**src/rtl/spi_fifo_pkg.sv**
```systemverilog
package spi_fifo_pkg;

  // Per-cycle commands from control to datapath. Counts are bytes (0..4).
  typedef struct packed {
    logic       txFlush;
    logic       rxFlush;
    logic [2:0] txPushN;
    logic [2:0] txPopN;
    logic [2:0] rxPushN;
    logic [2:0] rxPopN;
  } fifoStrobes_t;

  localparam int unsigned LANES = 4;

endpackage

```
**src/rtl/spi_byte_ring.sv**
```systemverilog
module spi_byte_ring #(
  parameter int unsigned DEPTH = 64,
  parameter int unsigned CNT_W = $clog2(DEPTH) + 1
) (
  input  logic             clk,
  input  logic             rstN,
  input  logic             flush,
  input  logic [2:0]       pushN,
  input  logic [31:0]      pushData,
  input  logic [2:0]       popN,
  output logic [31:0]      headData,
  output logic [CNT_W-1:0] count
);
  import spi_fifo_pkg::*;

  localparam int unsigned PTR_W = $clog2(DEPTH);

  logic [7:0]       mem [DEPTH];
  logic [PTR_W-1:0] wrPtr;
  logic [PTR_W-1:0] rdPtr;

  always_ff @(posedge clk or negedge rstN) begin
    if (!rstN) begin
      wrPtr <= '0;
      rdPtr <= '0;
      count <= '0;
    end else if (flush) begin
      wrPtr <= '0;
      rdPtr <= '0;
      count <= '0;
    end else begin
      wrPtr <= wrPtr + PTR_W'(pushN);
      rdPtr <= rdPtr + PTR_W'(popN);
      count <= count + CNT_W'(pushN) - CNT_W'(popN);
    end
  end

  // Storage without reset: up to four lanes written per cycle.
  always_ff @(posedge clk) begin
    for (int i = 0; i < LANES; i++) begin
      if (!flush && (3'(i) < pushN)) mem[wrPtr + PTR_W'(i)] <= pushData[8*i +: 8];
    end
  end

  always_comb begin
    for (int i = 0; i < LANES; i++) headData[8*i +: 8] = mem[rdPtr + PTR_W'(i)];
  end

  AST_PUSH_FITS: assert property (@(posedge clk) disable iff (!rstN)
    !flush |-> (CNT_W'(pushN) <= CNT_W'(DEPTH) - count));
  AST_POP_HELD: assert property (@(posedge clk) disable iff (!rstN)
    !flush |-> (CNT_W'(popN) <= count));
  AST_FLUSH_EMPTIES: assert property (@(posedge clk) disable iff (!rstN)
    flush |=> (count == '0));
  AST_NO_OVERFLOW: assert property (@(posedge clk) disable iff (!rstN)
    count <= CNT_W'(DEPTH));

endmodule

```
**src/rtl/spi_fifo_data.sv**
```systemverilog
module spi_fifo_data #(
  parameter int unsigned DEPTH = 64,
  parameter int unsigned CNT_W = $clog2(DEPTH) + 1
) (
  input  logic                       clk,
  input  logic                       rstN,
  input  spi_fifo_pkg::fifoStrobes_t stb,
  input  logic [31:0]                busWData,
  input  logic [7:0]                 rxByte,
  output logic [31:0]                txHead,
  output logic [31:0]                rxHead,
  output logic [CNT_W-1:0]           txCount,
  output logic [CNT_W-1:0]           rxCount
);

  spi_byte_ring #(.DEPTH(DEPTH), .CNT_W(CNT_W)) u_txRing (
    .clk      (clk),
    .rstN     (rstN),
    .flush    (stb.txFlush),
    .pushN    (stb.txPushN),
    .pushData (busWData),
    .popN     (stb.txPopN),
    .headData (txHead),
    .count    (txCount)
  );

  spi_byte_ring #(.DEPTH(DEPTH), .CNT_W(CNT_W)) u_rxRing (
    .clk      (clk),
    .rstN     (rstN),
    .flush    (stb.rxFlush),
    .pushN    (stb.rxPushN),
    .pushData ({24'h0, rxByte}),
    .popN     (stb.rxPopN),
    .headData (rxHead),
    .count    (rxCount)
  );

endmodule

```
**src/rtl/spi_fifo_ctrl.sv**
```systemverilog
module spi_fifo_ctrl #(
  parameter int unsigned DEPTH = 64,
  parameter int unsigned LEN_W = 16,
  parameter int unsigned CNT_W = $clog2(DEPTH) + 1
) (
  input  logic                        clk,
  input  logic                        rstN,
  input  logic                        wordMode,
  input  logic [LEN_W-1:0]            lenLeft,
  input  logic                        busWrEn,
  input  logic                        busRdEn,
  input  logic                        clrTx,
  input  logic                        clrRx,
  input  logic                        doneIrqEn,
  input  logic                        rxIrqEn,
  input  logic                        shiftBusy,
  input  logic                        txPop,
  input  logic                        rxPush,
  input  logic [CNT_W-1:0]            txCount,
  input  logic [CNT_W-1:0]            rxCount,
  input  logic [31:0]                 txHead,
  input  logic [31:0]                 rxHead,
  output spi_fifo_pkg::fifoStrobes_t  stb,
  output logic [31:0]                 busRData,
  output logic [7:0]                  txByte,
  output logic                        txValid,
  output logic                        rxReady,
  output logic                        txHasRoom,
  output logic                        rxHasData,
  output logic                        rxHigh,
  output logic                        rxFull,
  output logic                        done,
  output logic                        irq
);
  import spi_fifo_pkg::*;

  localparam logic [CNT_W-1:0] FULL_CNT = CNT_W'(DEPTH);
  localparam logic [CNT_W-1:0] HIGH_CNT = CNT_W'((DEPTH * 3) / 4);

  logic [2:0]       accBytes;
  logic [CNT_W-1:0] txSpace;

  // A short remainder (1..3) shrinks the final word access.
  assign accBytes = ((lenLeft != '0) && (lenLeft < LEN_W'(4))) ? lenLeft[2:0] : 3'd4;
  assign txSpace  = FULL_CNT - txCount;

  always_comb begin
    stb         = '0;
    stb.txFlush = clrTx;
    stb.rxFlush = clrRx;
    if (busWrEn && !clrTx) begin
      if (wordMode) begin
        if (txSpace >= CNT_W'(accBytes)) stb.txPushN = accBytes;
      end else if (txSpace != '0) begin
        stb.txPushN = 3'd1;
      end
    end
    if (txPop && !clrTx && (txCount != '0)) stb.txPopN = 3'd1;
    if (rxPush && !clrRx && (rxCount != FULL_CNT)) stb.rxPushN = 3'd1;
    if (busRdEn && !clrRx) begin
      if (wordMode) begin
        if (rxCount >= CNT_W'(accBytes)) stb.rxPopN = accBytes;
      end else if (rxCount != '0) begin
        stb.rxPopN = 3'd1;
      end
    end
  end

  always_comb begin
    for (int i = 0; i < LANES; i++)
      busRData[8*i +: 8] = (3'(i) < stb.rxPopN) ? rxHead[8*i +: 8] : 8'h00;
  end

  assign txByte    = txHead[7:0];
  assign txValid   = (txCount != '0);
  assign rxReady   = (rxCount != FULL_CNT);
  assign txHasRoom = (txCount != FULL_CNT);
  assign rxHasData = (rxCount != '0);
  assign rxHigh    = (rxCount >= HIGH_CNT);
  assign rxFull    = (rxCount == FULL_CNT);
  assign done      = !txValid && !shiftBusy;
  assign irq       = (doneIrqEn && done) || (rxIrqEn && rxHigh);

  AST_EMPTY_READ_ZERO: assert property (@(posedge clk) disable iff (!rstN)
    (busRdEn && rxCount == '0) |-> (busRData == 32'h0));
  AST_IRQ_NEEDS_ENABLE: assert property (@(posedge clk) disable iff (!rstN)
    irq |-> (doneIrqEn || rxIrqEn));
  AST_WORD_ALL_OR_NONE: assert property (@(posedge clk) disable iff (!rstN)
    (wordMode && busWrEn && !clrTx) |-> (stb.txPushN == 3'd0 || stb.txPushN == accBytes));
  AST_FULL_IMPLIES_HIGH: assert property (@(posedge clk) disable iff (!rstN)
    rxFull |-> rxHigh);

endmodule

```
**src/rtl/spi_fifo_pair.sv**
```systemverilog
module spi_fifo_pair #(
  parameter int unsigned DEPTH = 64,
  parameter int unsigned LEN_W = 16
) (
  input  logic             clk,
  input  logic             rstN,
  input  logic             wordMode,
  input  logic [LEN_W-1:0] lenLeft,
  input  logic             busWrEn,
  input  logic [31:0]      busWData,
  input  logic             busRdEn,
  output logic [31:0]      busRData,
  input  logic             clrTx,
  input  logic             clrRx,
  input  logic             doneIrqEn,
  input  logic             rxIrqEn,
  input  logic             shiftBusy,
  input  logic             txPop,
  output logic [7:0]       txByte,
  output logic             txValid,
  input  logic             rxPush,
  input  logic [7:0]       rxByte,
  output logic             rxReady,
  output logic             txHasRoom,
  output logic             rxHasData,
  output logic             rxHigh,
  output logic             rxFull,
  output logic             done,
  output logic             irq
);
  import spi_fifo_pkg::*;

  localparam int unsigned CNT_W = $clog2(DEPTH) + 1;

  fifoStrobes_t     stb;
  logic [31:0]      txHead;
  logic [31:0]      rxHead;
  logic [CNT_W-1:0] txCount;
  logic [CNT_W-1:0] rxCount;

  spi_fifo_ctrl #(.DEPTH(DEPTH), .LEN_W(LEN_W), .CNT_W(CNT_W)) u_ctrl (
    .clk       (clk),
    .rstN      (rstN),
    .wordMode  (wordMode),
    .lenLeft   (lenLeft),
    .busWrEn   (busWrEn),
    .busRdEn   (busRdEn),
    .clrTx     (clrTx),
    .clrRx     (clrRx),
    .doneIrqEn (doneIrqEn),
    .rxIrqEn   (rxIrqEn),
    .shiftBusy (shiftBusy),
    .txPop     (txPop),
    .rxPush    (rxPush),
    .txCount   (txCount),
    .rxCount   (rxCount),
    .txHead    (txHead),
    .rxHead    (rxHead),
    .stb       (stb),
    .busRData  (busRData),
    .txByte    (txByte),
    .txValid   (txValid),
    .rxReady   (rxReady),
    .txHasRoom (txHasRoom),
    .rxHasData (rxHasData),
    .rxHigh    (rxHigh),
    .rxFull    (rxFull),
    .done      (done),
    .irq       (irq)
  );

  spi_fifo_data #(.DEPTH(DEPTH), .CNT_W(CNT_W)) u_data (
    .clk      (clk),
    .rstN     (rstN),
    .stb      (stb),
    .busWData (busWData),
    .rxByte   (rxByte),
    .txHead   (txHead),
    .rxHead   (rxHead),
    .txCount  (txCount),
    .rxCount  (rxCount)
  );

endmodule

```
**config.mk**
```make
export PLATFORM = sky130hd
export DESIGN_NAME = spi_fifo_pair
export DESIGN_NICKNAME = d
export VERILOG_FILES = /design/src/rtl/spi_fifo_pkg.sv /design/src/rtl/spi_byte_ring.sv /design/src/rtl/spi_fifo_data.sv /design/src/rtl/spi_fifo_ctrl.sv /design/src/rtl/spi_fifo_pair.sv
export SDC_FILE = /design/constraint.sdc
export NUM_CORES = 2
export LEC_CHECK = 0
export BUFFER_PORTS_ARGS = -buffer_cell sky130_fd_sc_hd__buf_2
export CORE_MARGIN = 2
export CORE_UTILIZATION = 39
export CTS_BUF_LIST = sky130_fd_sc_hd__clkbuf_16
export CTS_CLUSTER_SIZE = 10
export DETAILED_ROUTE_END_ITERATION = 10
export PLACE_DENSITY_LB_ADDON = 0.2
export SKIP_LAST_GASP = 1
export SYNTH_ARGS = -nofsm -noshare
export SYNTH_HDL_FRONTEND = slang
export SYNTH_SLANG_ARGS = --single-unit
export TNS_END_PERCENT = 5
```
**constraint.sdc**
```tcl
create_clock -name clk -period 12.6 [get_ports clk]
set_input_delay 1.26 -clock clk [delete_from_list [all_inputs] [get_ports clk]]
set_output_delay 1.26 -clock clk [all_outputs]
set_load 0.03 [all_outputs]
```
# Yosys cells after proc, flatten, opt, wreduce, memory -nomap -nowiden
# Memory sizes are Yosys's and may differ from the RTL's.
# Cells that the tools add are included.
# word_totals
memories,2
output_inout_bits,48
register_bits,38
input_bits,68
mem_bits_rw,1024
# op_classes
eq_ne,3
add_sub_neg,18
n_reduce_logical,30
n_lt_le_gt_ge,16
muxes,46
# memory_table
memory,words,word_bits,rd,rd_ports_with_merged_regs,wr,line,source
u_data.u_rxRing.mem,64,8,4,0,1,spi_byte_ring.sv:18,logic [7:0] mem [DEPTH];
u_data.u_txRing.mem,64,8,1,0,4,spi_byte_ring.sv:18,
# ops
op,count
two-way mux 8 bit,7
two-way mux 6 bit,7
adder 6 x 2 -> 6 bit (second input constant),6
OR reduction 8 bit,3
two-way mux 1 bit,23
two-way mux 3 bit,7
nonzero test 7 bit,3
adder 6 x 1 -> 6 bit (second input constant),3
logical AND 1 bit,18
less-than comparator 16 x 3 -> 1 bit (second input constant),1
nonzero test 16 bit,1
greater-or-equal comparator 7 x 3 -> 1 bit,2
two-way mux 7 bit,2
!= test 7 bit (second input constant),2
adder 6 x 1 -> 6 bit,2
adder 6 x 3 -> 6 bit,2
less-than comparator 1 x 3 -> 1 bit (first input constant),4
less-than comparator 2 x 3 -> 1 bit (first input constant),4
adder 7 x 1 -> 7 bit,1
adder 7 x 3 -> 7 bit,1
== test 7 bit (second input constant),1
greater-or-equal comparator 7 x 6 -> 1 bit (second input constant),1
subtractor 7 x 1 -> 7 bit,1
subtractor 7 x 3 -> 7 bit,1
5 further kinds,10

# Depth between registers and ports, before layout
# logic_depth
depth_word,12
mapped_depth,22

# Cells and area by module
# From an unflattened synthesis, not the netlist that was laid out.
# unflattened
cells_unflattened,10523
area_unflattened_um2,104266.2
# by_module_without_submodules
mod,instances,area_per_inst_um2,cells_per_inst
spi_byte_ring (u_data.u_rxRing),1,52922.0,5344
spi_byte_ring (u_data.u_txRing),1,50375.8,5038
spi_fifo_ctrl,1,964.7,140
spi_fifo_data,1,3.8,1

# Worst setup path before layout
# OpenSTA, ideal clock, no wires.
# synth_path
path_type,reg2out
from,reg u_data.u_rxRing.rdPtr[1]
to,out busRData[15]
stages_incl_launch_ff,15
t_required_ns,11.340
n_path_buf,8
path_slack_ns,6.979
t_arrival_ns,4.361
path_cell_list,dfrtp_1 buf_2 buf_2 buf_2 buf_1 clkbuf_1 inv_1 ha_1 clkbuf_1 clkbuf_1 clkbuf_1 mux4_2 mux4_2 mux2i_1 o22ai_1
# synth_between
elab_chain_cells,3
# synth_rtl
element,line,source
"start, declared",spi_byte_ring.sv:20,logic [PTR_W-1:0] rdPtr;
"start signal, assigned",spi_byte_ring.sv:33,rdPtr <= rdPtr + PTR_W'(popN);
adder 6 x 1 -> 6 bit,spi_byte_ring.sv:46,for (int i = 0; i < LANES; i++) headData[8*i +: 8] = mem[rdPtr + PTR_W'(i)];
memory read (64 x 8 bit),-,
two-way mux 8 bit,spi_fifo_ctrl.sv:71,busRData[8*i +: 8] = (3'(i) < stb.rxPopN) ? rxHead[8*i +: 8] : 8'h00;
"end, declared",spi_fifo_pair.sv:12,"output logic [31:0] busRData,"
# No other way between the ends.

# Worst setup path after layout
# layout_path
from,reg u_data.u_rxRing.rdPtr[0]
to,out busRData[27]
# layout_between
elab_chain_cells,3
# layout_rtl
element,line
adder 6 x 2 -> 6 bit,spi_byte_ring.sv:46
memory read (64 x 8 bit),-
two-way mux 8 bit,spi_fifo_ctrl.sv:71
# No other way between the ends.

==> out/metrics.csv <==
stage,metric,value,unit
clocking,clock buffer depth,3,
timing,Max Clk Rate,124,MHz
synth,Yosys top cell by area,edfxtp_1,
clocking,clock slew at reported path FFs,0.06,ns
synth,ys async rst share,3.58,%
floorplan,Rows,160,
final_layout,fraction of layout cells with a size suffix above 1,31.9,%
final_layout,register area,31700,sq um
placed_design,dpl ws,5.33,ns
synth,Cell variety after synth,107,
synth,syn avg cell area,13.6,sq um
floorplan,DIE AREA,194000,sq um
pwr,Logic pwr share,25.9,%
critical_path,"Req. time, crit path",11.34,ns
pwr,Sw Pwr,3350,uW
critical_path,worst r2r src,u_data.u_txRing.wrPtr[1],
synth,synthesis-stage register bit count,1062,
grt,number of global-route vias before repair,52400,
route,DR DRC count,0,
critical_path,largest fanout on the critical path,126,
pwr,Lkg Pwr,0.0270,uW
floorplan,Initial Util,39.2,%
floorplan,Chip Width,441,um
grt,"Remaining Overflow, GRT",0,
clocking,CTS Sinks,1062,
placed_design,placed inst area,77200,sq um
critical_path,CP cell instances,"buf_4, buf_12, buf_4, mux4_2, mux4_2, mux2i_1, o22ai_1, buf_2",
route,number of nets still failing antenna checks after routing,0,
clocking,TritonCTS Buffers,136,
route,DR vias,56100,
critical_path,CP arrival,6.81,ns
final_layout,area growth from synthesis to layout,9.29,%
final_layout,post-route core utilization,42.8,%
clocking,CTS root buf,clkbuf_16,
synth,"EDFF count, synth",1024,
critical_path,Worst Setup SP,u_data.u_rxRing.rdPtr[0],
grt,first-pass GRT wire length,423000,um
clocking,# hold bufs at CTS,0,
clocking,clk_lat worst skew,0.83,ns
critical_path,Worst R2R Setup Slack,7.08,ns
grt,largest net degree at the start of global routing,173,
critical_path,Worst R2R End,u_data.u_txRing.mem[1][5],
floorplan,core footprint,190000,sq um
critical_path,WS Path Type,register to output pin,
final_layout,fin area,81200,sq um
timing,RSZ-0062 raised after global routing,no,
final_layout,nets,5407,
timing,final hold violations,0,
final_layout,# fillers,17100,
placed_design,hpwl dp,193000,um
outcome,status,"finished, final reports clean",
route,WL per Instance,38.9,um
route,TritonRoute pass-1 iters,7,
timing,Worst slew margin,9.80,%
clocking,Post-CTS Resized,0,
timing,hold_ws,0.542,ns
floorplan,I/O pin cnt,116,
critical_path,Slowest Stage Delay on Critical Path,0.98,ns
synth,top-area cell type share of the netlist area,41.4,%
pwr,Power Internal,6890,uW
floorplan,DIE HEIGHT,441,um
timing,Worst-Margin Slew,1.34,ns
pwr,clock share of power,35.3,%
synth,synthesized netlist cell count,5462,
pwr,switching part of the total power,32.7,%
clocking,Setup Buffers After CTS,0,
timing,Tmin final,8.07,ns
final_layout,area of the multi-input gates,40000,sq um
critical_path,Setup crit end kind,output pin,
synth,synth warn,0,
critical_path,worst setup path endpoint,busRData[27],
synth,Syn Nets,5583,
clocking,CTS tree,done,
route,WL final,307000,um
pwr,pwr dens,126,nW/um^2
timing,Final WS setup,4.53,ns
flow_run,max_cap viols,0,
synth,post-synthesis sequential area ratio,42.7,%
route,Via density,7.11,
placed_design,GPL Wtd Cong,0.993,
critical_path,CP max-delay cell,buf_4,
grt,total track usage,31.0,%
pwr,Peak VDD IR,0.180,mV
route,Initial DRC Count,8052,
timing,Final setup viols,0,
synth,largest cells by area after synthesis,"edfxtp_1, mux4_2, mux2i_1",
timing,clock skew,0.0545,ns
pwr,Reg power frac,38.8,%
timing,Final Cycle Share,64.1,%
worst_hold_path,Min-Delay Path Class,register to register,
critical_path,worst r2r path cells,10,
clocking,htree depth,4,
synth,synthesized area,74300,sq um
timing,final setup TNS,0,ns
timing,Final Max Tran Viols,0,
grt,initial antenna violation count,17,
placed_design,Port Buf Inserts,115,
critical_path,CP startpoint kind,register,
synth,main flop type after synthesis,edfxtp_1,
-- per-layer routing --
metal	up-vias	wire length [um]	global-route usage [%]
li1	21900	-	-
met1	28600	113000	40.6
met2	4524	134000	45.6
met3	1051	38000	8.88
met4	28	21000	18.4
met5	-	232	0.174
-- logic make-up (layout without fill, tap and decap cells) --
family / Yosys count / after routing / share of synthesized area (%)
mux: 1579 / 1579 / 35.1
buf+inv: 675 / 589 / 3.84
other cells: 0 / 5 / 0
flops: 1062 / 1062 / 42.7
simple gates: 994 / 994 / 7.09
compound gates: 1053 / 1053 / 9.84
xor+xnor: 44 / 44 / 0.544
fa+ha+maj: 55 / 55 / 0.960
-- power by group through the flow --
stage	sequential, uW	combinational, uW	clock (uW)
2_1_floorplan	4000	1810	0
3_3_place_gp	4050	2570	0
3_5_place_dp	4050	2590	0
4_1_cts	3980	2600	3640
5_1_grt	3980	2730	3770
6_report	3980	2650	3610
-- cells in the mapped netlist, types with 39 or more instances --
| cell | count |
|---|---|
| nor3_1 | 73 |
| clkbuf_1 | 415 |
| nor2_1 | 185 |
| o21ai_1 | 172 |
| nand3_1 | 39 |
| ha_1 | 49 |
| nand2_1 | 293 |
| buf_1 | 75 |
| buf_2 | 98 |
| a21oi_1 | 192 |
| a221oi_1 | 42 |
| or3_1 | 47 |
| mux2i_1 | 564 |
| o22ai_1 | 214 |
| o21ai_0 | 136 |
| edfxtp_1 | 1024 |
| mux4_2 | 796 |
| mux2_2 | 211 |
| inv_1 | 44 |
| nand4_1 | 41 |
| o2bb2ai_1 | 43 |
| and2_1 | 142 |
-- layout by cell type, fill, tap and decap left out, drive strengths merged, types with 90 or more instances in the layout --
cell type  synthesis  layout
and2             153     153
edfxtp          1024    1024
nand2            307     307
mux4             796     796
o21ai            312     312
buf              211     315
clkbuf           418     137
o22ai            214     214
a21oi            199     199
mux2             219     219
mux2i            564     564
nor2             189     189
inv               44      90
-- registers in the layout, indices dropped and copies added (netlist names) --
| register | count |
|---|---|
| u_data.u_txRing.count | 7 |
| u_data.u_rxRing.rdPtr | 6 |
| u_data.u_txRing.wrPtr | 6 |
| u_data.u_txRing.mem | 512 |
| u_data.u_rxRing.count | 7 |
| u_data.u_rxRing.mem | 512 |
| u_data.u_txRing.rdPtr | 6 |
| u_data.u_rxRing.wrPtr | 6 |
-- per-stage QoR --
stage,total power [uW],std cells
after detailed placement,6640,7658
after global routing,10500,7887
after floorplan,5820,5462
after global placement,6620,7657
after CTS,10200,7886
final,10200,7892
-- worst min-delay path by stage --
| stage | start | cells after the start | to | slack [ns] |
|---|---|---|---|---|
| after global placement | u_data.u_txRing.wrPtr[4] | 3 | u_data.u_txRing.wrPtr[4] | 0.53 |
| after global routing | u_data.u_txRing.wrPtr[4] | 3 | u_data.u_txRing.wrPtr[4] | 0.58 |
| after floorplan | u_data.u_rxRing.wrPtr[3] | 2 | u_data.u_rxRing.wrPtr[3] | 0.56 |
| final | u_data.u_txRing.wrPtr[4] | 3 | u_data.u_txRing.wrPtr[4] | 0.54 |
| after detailed placement | u_data.u_txRing.wrPtr[4] | 3 | u_data.u_txRing.wrPtr[4] | 0.53 |
| after CTS | rstN | 2 | u_data.u_txRing.rdPtr[5] | 0.54 |
-- critical path: cells and delay by family, from the launching register on --
kind	cells	cell delay, ns
flip-flops	1	0.97
AO/OA/AOI/OAI	1	0.32
buffers and inverters	4	2.81
multiplexers	3	1.63
-- layout make-up --
type | instances | share of cell area (%)
multi-input combinational | 3725 | 49.3
sequential | 1062 | 39.1
clock buffer | 137 | 4.22
tap | 2511 | 3.87
timing repair buffer | 315 | 2.67
clock inverter | 91 | 0.669
inverter | 46 | 0.213
antenna | 5 | 0.0154
(Power assumes the default switching activity.)
